[src/rtl/mw_pkg.sv]
package mw_pkg;

  typedef enum logic [1:0] {
    ST_IDLE  = 2'd0,
    ST_SETUP = 2'd1,
    ST_RUN   = 2'd2,
    ST_HOLD  = 2'd3
  } mw_state_e;

  localparam int HDR_BITS = 3;

  function automatic int addr_width(input int word_w);
    return (word_w == 8) ? 9 : 8;
  endfunction

  function automatic int frame_len(input int addr_w);
    return HDR_BITS + addr_w;
  endfunction

  function automatic logic [31:0] cmd_frame(input logic [15:0] addr, input int addr_w);
    logic [31:0] hdr;
    logic [31:0] body;
    hdr  = 32'd6 << addr_w;
    body = 32'(addr) & ((32'd1 << addr_w) - 32'd1);
    return hdr | body;
  endfunction

endpackage

[src/rtl/mw_sclk_gen.sv]
module mw_sclk_gen #(
  parameter int DIV = 4,
  localparam int TW = (DIV > 1) ? $clog2(DIV) : 1
) (
  input  logic clk,
  input  logic rst_n,
  input  logic run_i,
  output logic sclk_o,
  output logic rise_o,
  output logic fall_o
);

  logic [TW-1:0] half_cnt;
  logic          half_end;

  assign half_end = run_i && (half_cnt == TW'(DIV - 1));
  assign rise_o   = half_end && !sclk_o;
  assign fall_o   = half_end && sclk_o;

  always_ff @(posedge clk or negedge rst_n) begin
    if (!rst_n) begin
      half_cnt <= '0;
      sclk_o   <= 1'b0;
    end else if (!run_i) begin
      half_cnt <= '0;
      sclk_o   <= 1'b0;
    end else if (half_end) begin
      half_cnt <= '0;
      sclk_o   <= ~sclk_o;
    end else begin
      half_cnt <= half_cnt + 1'b1;
    end
  end

  p_idle_low_r3: assert property (@(posedge clk) disable iff (!rst_n)
    !run_i |=> !sclk_o);

endmodule

[src/rtl/mw_tx_frame.sv]
module mw_tx_frame #(
  parameter int ADDR_W = 8,
  localparam int FLEN = mw_pkg::frame_len(ADDR_W)
) (
  input  logic              clk,
  input  logic              rst_n,
  input  logic              load_i,
  input  logic [ADDR_W-1:0] addr_i,
  input  logic              shift_i,
  input  logic              sclk_i,
  output logic              mosi_o
);

  logic [FLEN-1:0] frame_sr;
  logic [31:0]     frame_full;

  assign frame_full = mw_pkg::cmd_frame(16'(addr_i), ADDR_W);
  assign mosi_o     = frame_sr[FLEN-1];

  always_ff @(posedge clk or negedge rst_n) begin
    if (!rst_n) begin
      frame_sr <= '0;
    end else if (load_i) begin
      frame_sr <= frame_full[FLEN-1:0];
    end else if (shift_i) begin
      frame_sr <= {frame_sr[FLEN-2:0], 1'b0};
    end
  end

  p_mosi_stable_high_r2: assert property (@(posedge clk) disable iff (!rst_n)
    sclk_i |-> $stable(mosi_o));

endmodule

[src/rtl/mw_rx_deser.sv]
module mw_rx_deser #(
  parameter int WORD_W = 16,
  parameter int ADDR_W = 8,
  localparam int FLEN = mw_pkg::frame_len(ADDR_W),
  localparam int HW   = $clog2(FLEN + 1),
  localparam int BW   = $clog2(WORD_W)
) (
  input  logic              clk,
  input  logic              rst_n,
  input  logic              clear_i,
  input  logic              fall_i,
  input  logic              sclk_i,
  input  logic              miso_i,
  output logic              word_end_o,
  output logic              dummy_slot_o,
  output logic              word_valid_o,
  output logic [WORD_W-1:0] word_o
);

  logic [HW-1:0]     hdr_cnt;
  logic [BW-1:0]     bit_pos;
  logic [WORD_W-1:0] data_sr;
  logic              in_data;
  logic              take_bit;

  assign in_data      = (hdr_cnt == HW'(FLEN));
  assign dummy_slot_o = fall_i && (hdr_cnt == HW'(FLEN - 1));
  assign take_bit     = fall_i && in_data;
  assign word_end_o   = take_bit && (bit_pos == BW'(WORD_W - 1));

  always_ff @(posedge clk or negedge rst_n) begin
    if (!rst_n) begin
      hdr_cnt <= '0;
      bit_pos <= '0;
      data_sr <= '0;
    end else if (clear_i) begin
      hdr_cnt <= '0;
      bit_pos <= '0;
      data_sr <= '0;
    end else if (fall_i && !in_data) begin
      hdr_cnt <= hdr_cnt + 1'b1;
    end else if (take_bit) begin
      data_sr <= {data_sr[WORD_W-2:0], miso_i};
      bit_pos <= word_end_o ? '0 : bit_pos + 1'b1;
    end
  end

  always_ff @(posedge clk or negedge rst_n) begin
    if (!rst_n) begin
      word_valid_o <= 1'b0;
      word_o       <= '0;
    end else begin
      word_valid_o <= word_end_o;
      if (word_end_o) word_o <= {data_sr[WORD_W-2:0], miso_i};
    end
  end

  p_sample_on_fall_r7: assert property (@(posedge clk) disable iff (!rst_n)
    take_bit |-> sclk_i);
  p_dummy_then_data_r4: assert property (@(posedge clk) disable iff (!rst_n)
    (dummy_slot_o && !clear_i) |=> in_data && (bit_pos == '0));
  p_single_pulse_r6: assert property (@(posedge clk) disable iff (!rst_n)
    word_valid_o |=> !word_valid_o);

endmodule

[src/rtl/mw_read_master.sv]
module mw_read_master #(
  parameter int WORD_W = 16,
  parameter int DIV    = 4,
  parameter int CNT_W  = 9,
  localparam int ADDR_W = mw_pkg::addr_width(WORD_W)
) (
  input  logic              clk,
  input  logic              rst_n,
  input  logic              start_i,
  input  logic [ADDR_W-1:0] addr_i,
  input  logic [CNT_W-1:0]  count_i,
  output logic              busy_o,
  output logic              word_valid_o,
  output logic [WORD_W-1:0] word_data_o,
  output logic              cs_o,
  output logic              sclk_o,
  output logic              mosi_o,
  input  logic              miso_i
);

  import mw_pkg::*;

  localparam int TW = (DIV > 1) ? $clog2(DIV) : 1;

  mw_state_e        state;
  logic [TW-1:0]    gap_cnt;
  logic [CNT_W-1:0] words_left;
  logic             accept;
  logic             run_clk;
  logic             sclk_rise;
  logic             sclk_fall;
  logic             word_end;
  logic             dummy_slot;
  logic             gap_done;
  logic             last_word;

  assign accept    = (state == ST_IDLE) && start_i && (count_i != '0);
  assign run_clk   = (state == ST_RUN);
  assign gap_done  = (gap_cnt == TW'(DIV - 1));
  assign last_word = word_end && (words_left == CNT_W'(1));

  mw_sclk_gen #(.DIV(DIV)) u_sclk (
    .clk    (clk),
    .rst_n  (rst_n),
    .run_i  (run_clk),
    .sclk_o (sclk_o),
    .rise_o (sclk_rise),
    .fall_o (sclk_fall)
  );

  mw_tx_frame #(.ADDR_W(ADDR_W)) u_tx (
    .clk     (clk),
    .rst_n   (rst_n),
    .load_i  (accept),
    .addr_i  (addr_i),
    .shift_i (sclk_fall),
    .sclk_i  (sclk_o),
    .mosi_o  (mosi_o)
  );

  mw_rx_deser #(.WORD_W(WORD_W), .ADDR_W(ADDR_W)) u_rx (
    .clk          (clk),
    .rst_n        (rst_n),
    .clear_i      (accept),
    .fall_i       (sclk_fall),
    .sclk_i       (sclk_o),
    .miso_i       (miso_i),
    .word_end_o   (word_end),
    .dummy_slot_o (dummy_slot),
    .word_valid_o (word_valid_o),
    .word_o       (word_data_o)
  );

  always_ff @(posedge clk or negedge rst_n) begin
    if (!rst_n) begin
      state      <= ST_IDLE;
      gap_cnt    <= '0;
      words_left <= '0;
      cs_o       <= 1'b0;
      busy_o     <= 1'b0;
    end else begin
      unique case (state)
        ST_IDLE: begin
          if (accept) begin
            state      <= ST_SETUP;
            gap_cnt    <= '0;
            words_left <= count_i;
            cs_o       <= 1'b1;
            busy_o     <= 1'b1;
          end
        end
        ST_SETUP: begin
          if (gap_done) begin
            state   <= ST_RUN;
            gap_cnt <= '0;
          end else begin
            gap_cnt <= gap_cnt + 1'b1;
          end
        end
        ST_RUN: begin
          if (word_end) words_left <= words_left - 1'b1;
          if (last_word) begin
            state   <= ST_HOLD;
            gap_cnt <= '0;
            cs_o    <= 1'b0;
          end
        end
        ST_HOLD: begin
          if (gap_done) begin
            state  <= ST_IDLE;
            busy_o <= 1'b0;
          end else begin
            gap_cnt <= gap_cnt + 1'b1;
          end
        end
        default: state <= ST_IDLE;
      endcase
    end
  end

  p_cs_low_sclk_low_r3: assert property (@(posedge clk) disable iff (!rst_n)
    !cs_o |-> !sclk_o);
  p_cs_drop_clean_r8: assert property (@(posedge clk) disable iff (!rst_n)
    $fell(cs_o) |-> !sclk_o && word_valid_o);
  p_busy_covers_cs_r9: assert property (@(posedge clk) disable iff (!rst_n)
    cs_o |-> busy_o);
  p_valid_inside_cs_r6: assert property (@(posedge clk) disable iff (!rst_n)
    word_valid_o |-> $past(cs_o));
  p_dummy_under_cs_r4: assert property (@(posedge clk) disable iff (!rst_n)
    dummy_slot |-> cs_o && sclk_o);
  p_start_busy_ignored_r10: assert property (@(posedge clk) disable iff (!rst_n)
    (busy_o && start_i && !word_end) |=> $stable(words_left));

endmodule

[config.mk]
export PLATFORM = sky130hd
export DESIGN_NAME = mw_read_master
export DESIGN_NICKNAME = d
export VERILOG_FILES = /design/src/rtl/mw_pkg.sv /design/src/rtl/mw_sclk_gen.sv /design/src/rtl/mw_tx_frame.sv /design/src/rtl/mw_rx_deser.sv /design/src/rtl/mw_read_master.sv
export SDC_FILE = /design/constraint.sdc
export NUM_CORES = 1
export LEC_CHECK = 0
export BUFFER_PORTS_ARGS = -buffer_cell sky130_fd_sc_hd__buf_2
export CAP_MARGIN = 0
export CORE_UTILIZATION = 61
export DETAILED_ROUTE_END_ITERATION = 6
export GPL_TIMING_DRIVEN = 0
export PLACE_DENSITY = 0.83
export SYNTH_ARGS = -nofsm -noshare
export SYNTH_HDL_FRONTEND = slang
export SYNTH_SLANG_ARGS = --single-unit
export TNS_END_PERCENT = 1
[constraint.sdc]
create_clock -name clk -period 6.4 [get_ports clk]
set_input_delay 0.32 -clock clk [delete_from_list [all_inputs] [get_ports clk]]
set_output_delay 0.32 -clock clk [all_outputs]
set_load 0.03 [all_outputs]
==> reports/qor.yml <==
cts:
  clk-insertion-delay-late_ns: 0.34
  hold_buffers: 0
  root_buffer: "sky130_fd_sc_hd__clkbuf_8"
  numClockSinks: 69
  tritoncts_clock_tree: "done"
  tritoncts.num_buffers: 9
  ctsHtreeMaxLevel: 3
  worst_setup_hold_path_clk_slew_ns: 0.08
  cts_resized: 0
  cts_setup_buffers: 0
  clockBufferDepth: 2
floorplan:
  std_cell_rows: 26
  core_region_area_um2: 5200
  die_area_um2: 5810
  starting_density: 0.646
  overall_die_width_um: 76.2
  floorplan.die.height_um: 76.2
  design.portCount: 42
finish:
  fraction_of_final_layout_cells_with_drive_strength_greater_than_1: 0.224
  n_fill_cell: 384
  final_cell_area_um2: 3910
  area_growth_pct: 16.3
  final_util: 0.751
  footprint_of_the_multi_input_gates_um2: 1530
  seq_area_um2: 1730
  num_antenna_cells: 0
  finalNonFillerCells: 468
  fin_nets: 424
synth:
  synth-adder-area-share: 0.0372
  synth_xor_xnor_area_share: 0.0104
  synth.avg_cell_area_um2: 9.86
  synthMuxAreaShare: 0.0700
  mappedNetlistNets: 372
  synth_simple_gate_area_frac: 0.208
  synth_enable_flop_cells: 0
  post_synth_instance_area_um2: 3360
  synth.top_cells.by_area: "sky130_fd_sc_hd__dfrtp_1, sky130_fd_sc_hd__nand2_1, sky130_fd_sc_hd__mux2_2, sky130_fd_sc_hd__a21oi_1, sky130_fd_sc_hd__ha_1"
  ys_seq_elements: 69
  compound_cell_area_share_of_the_yosys_netlist: 0.130
  ys_warn_count: 0
  postSynth.asyncResetShare: 1.00
  top_flip_flop_cell_by_instance_count_after_synthesis: "sky130_fd_sc_hd__dfrtp_1"
  synthesis.instances: 341
  synth_cell_type_count: 55
  synth_area_leader_cell: "sky130_fd_sc_hd__dfrtp_1"
  seq_area_frac_synth: 0.514
  synth_largest_type_area_fraction: 0.514
  largest_family_of_logic_cells_by_synthesized_area: "simple AND/OR/NAND/NOR gates"
route:
  drt_first_iter_violations: 235
  drt_drc_violations_left: 0
  routed_wl_um: 7020
  drt_first_pass_iters: 5
  drtAntennaViolNets: 0
  routed-via-count: 2757
  routed_vias_inst: 5.89
  avgRoutedWirePerCell_um: 15.0
power:
  vdd_ir_drop_max_v: 0.000216
  leakage_uw: 0.00186
  powerDensity_nw_per_um2: 370
global_route:
  initial_antenna_violation_count: 0
  overflow: 0
  grt_util_all_layers: 0.269
  grt_pass1_vias: 2654
  grt_pass1_wl_um: 12300
  grt_max_degree: 70
setup_path:
  timing.critical_path.arrival_ns: 2.82
  launching_element_type_of_the_critical_path: "flop"
  end_kind: "flop"
  crit_type: "reg2reg"
  crit_fanout: 10
  crit_required_ns: 6.63
sta:
  report.final.setup_viol: 0
  final_setup_tns_ns: 0
  slew_violations: 0
  finalWorstPathRequiredPeriod_ns: 2.60
  fin_crit_sh: 0.406
  timing.max_slew.rel_slack: 0.357
  finalHoldViolations: 0
  hold-worst-slack_ns: 0.0798
  fin_skew_ns: 0.00753
  worst-slew-pin-transition_ns: 0.952
  rsz0062_at_grt: "false"
  max_clock_freq_ghz: 0.385
outcome:
  outcome: "finished clean"
flow_run:
  timing.max_cap.violations: 0
placed_design:
  dpl.cell_count: 452
  post_dp_cell_area_um2: 3660
  finalWeightedCongestion: 0.874
  detailed_place_hpwl_um: 4800
  portBuffers: 41
worst_hold_path:
  timing.hold.worst.class: "in2async"
==> kinds of logic (layout without fill, tap and decap cells) <==
family                   Yosys count  after routing
AND/OR/NAND/NOR                  143            143
AO/OA/AOI/OAI                     69             69
flip-flops                        69             69
buffers and inverters             25             82
multiplexers                      21             21
adder cells (fa/ha/maj)           10             10
XOR/XNOR                           4              4
==> layout make-up <==
type | count | share of cell area
repair buffers | 41 | 0.0531
clock inverters | 6 | 0.0298
plain buffers | 16 | 0.0173
well taps | 70 | 0.0224
flip-flops and latches | 69 | 0.442
multi-input cells | 247 | 0.392
inverters | 9 | 0.00864
clock buffers | 10 | 0.0352
==> synthesized netlist by cell type (2+ instances only) <==
| cell type | n |
|---|---|
| sky130_fd_sc_hd__nor2_1 | 24 |
| sky130_fd_sc_hd__and2_1 | 3 |
| sky130_fd_sc_hd__mux2_2 | 18 |
| sky130_fd_sc_hd__nand4_1 | 4 |
| sky130_fd_sc_hd__a31oi_1 | 10 |
| sky130_fd_sc_hd__a21o_1 | 2 |
| sky130_fd_sc_hd__mux2_1 | 2 |
| sky130_fd_sc_hd__or3_1 | 3 |
| sky130_fd_sc_hd__ha_1 | 10 |
| sky130_fd_sc_hd__nor3b_1 | 5 |
| sky130_fd_sc_hd__inv_1 | 9 |
| sky130_fd_sc_hd__xor2_1 | 4 |
| sky130_fd_sc_hd__a211oi_1 | 2 |
| sky130_fd_sc_hd__o31ai_1 | 2 |
| sky130_fd_sc_hd__nor2b_1 | 2 |
| sky130_fd_sc_hd__o21ai_0 | 9 |
| sky130_fd_sc_hd__nor3_1 | 6 |
| sky130_fd_sc_hd__nand2_1 | 70 |
| sky130_fd_sc_hd__buf_2 | 6 |
| sky130_fd_sc_hd__a21oi_1 | 27 |
| sky130_fd_sc_hd__clkbuf_1 | 9 |
| sky130_fd_sc_hd__dfrtp_1 | 69 |
| sky130_fd_sc_hd__nand3_1 | 10 |
| sky130_fd_sc_hd__o22ai_1 | 2 |
| sky130_fd_sc_hd__nor4_1 | 2 |
| sky130_fd_sc_hd__or4_1 | 2 |
==> per-layer routing <==
metal	up-vias	GRT usage	wire, um
met5	-	0	0
met1	1325	0.352	3050
met2	99	0.437	3450
li1	1319	-	-
met4	0	0.0827	113
met3	14	0.0766	413
==> critical path: stages, from the launching register on <==
cell	delay, ns
sky130_fd_sc_hd__dfrtp_1	0.42
sky130_fd_sc_hd__inv_1	0.13
sky130_fd_sc_hd__ha_1	0.16
sky130_fd_sc_hd__buf_2	0.19
sky130_fd_sc_hd__nand2_1	0.14
sky130_fd_sc_hd__a31oi_1	0.54
sky130_fd_sc_hd__clkbuf_1	0.50
sky130_fd_sc_hd__buf_2	0.32
sky130_fd_sc_hd__a21oi_1	0.08
==> final timing paths <==
| check | startpoint | cells after the start | to | slack [ns] |
|---|---|---|---|---|
| worst min register to register | u_sclk.half_cnt[0] | 1 | u_sclk.half_cnt[0] | 0.44 |
| worst min-delay path | rst_n | 1 | gap_cnt[0] | 0.08 |
| worst max-delay path | state[0] | 8 | u_rx.data_sr[6] | 3.80 |
| max in group asynchronous | rst_n | 1 | u_rx.hdr_cnt[3] | 5.77 |
| worst max register to register | state[0] | 8 | u_rx.data_sr[6] | 3.80 |
| min in group clk | addr_i[0] | 3 | u_tx.frame_sr[0] | 0.19 |
==> power breakdown <==
part | leakage, uW | switching, uW | total [uW] | internal, uW
clock | 0.000127 | 173 | 446 | 273
sequential | 0.000894 | 72.5 | 585 | 512
combinational | 0.000835 | 249 | 418 | 169
==> metrics by stage <==
step / power [uW] / worst slack, ns
5_1_grt: 1540 / 3.72
6_report: 1450 / 3.80
3_3_place_gp: 988 / 3.93
4_1_cts: 1450 / 3.87
3_5_place_dp: 1000 / 3.89
2_1_floorplan: 891 / 4.33
==> cells in the final DEF (no fill, tap or decap), drive strengths merged, types with 2 or more instances in the layout <==
cell type   n
nor2       25
a211oi      2
nor3b       5
xor2        4
a21oi      28
or3         3
dfrtp      69
inv        11
nor3        8
and2        3
or4         3
nor4        4
nand4       4
nand2      70
ha         10
nor2b       2
a21o        2
clkbuf     19
bufinv      3
o31ai       2
a31oi      10
mux2       20
nand3      10
o22ai       2
buf        48
o21ai       9
==> state kept, by name (all words and copies together) (netlist names) <==
register	flops
busy_o	1
cs_o	1
gap_cnt	2
state	2
u_rx.bit_pos	4
u_rx.data_sr	15
u_rx.hdr_cnt	4
u_rx.word_o	16
u_rx.word_valid_o	1
u_sclk.half_cnt	2
u_sclk.sclk_o	1
u_tx.frame_sr	11
words_left	9
(Power assumes the default switching activity.)
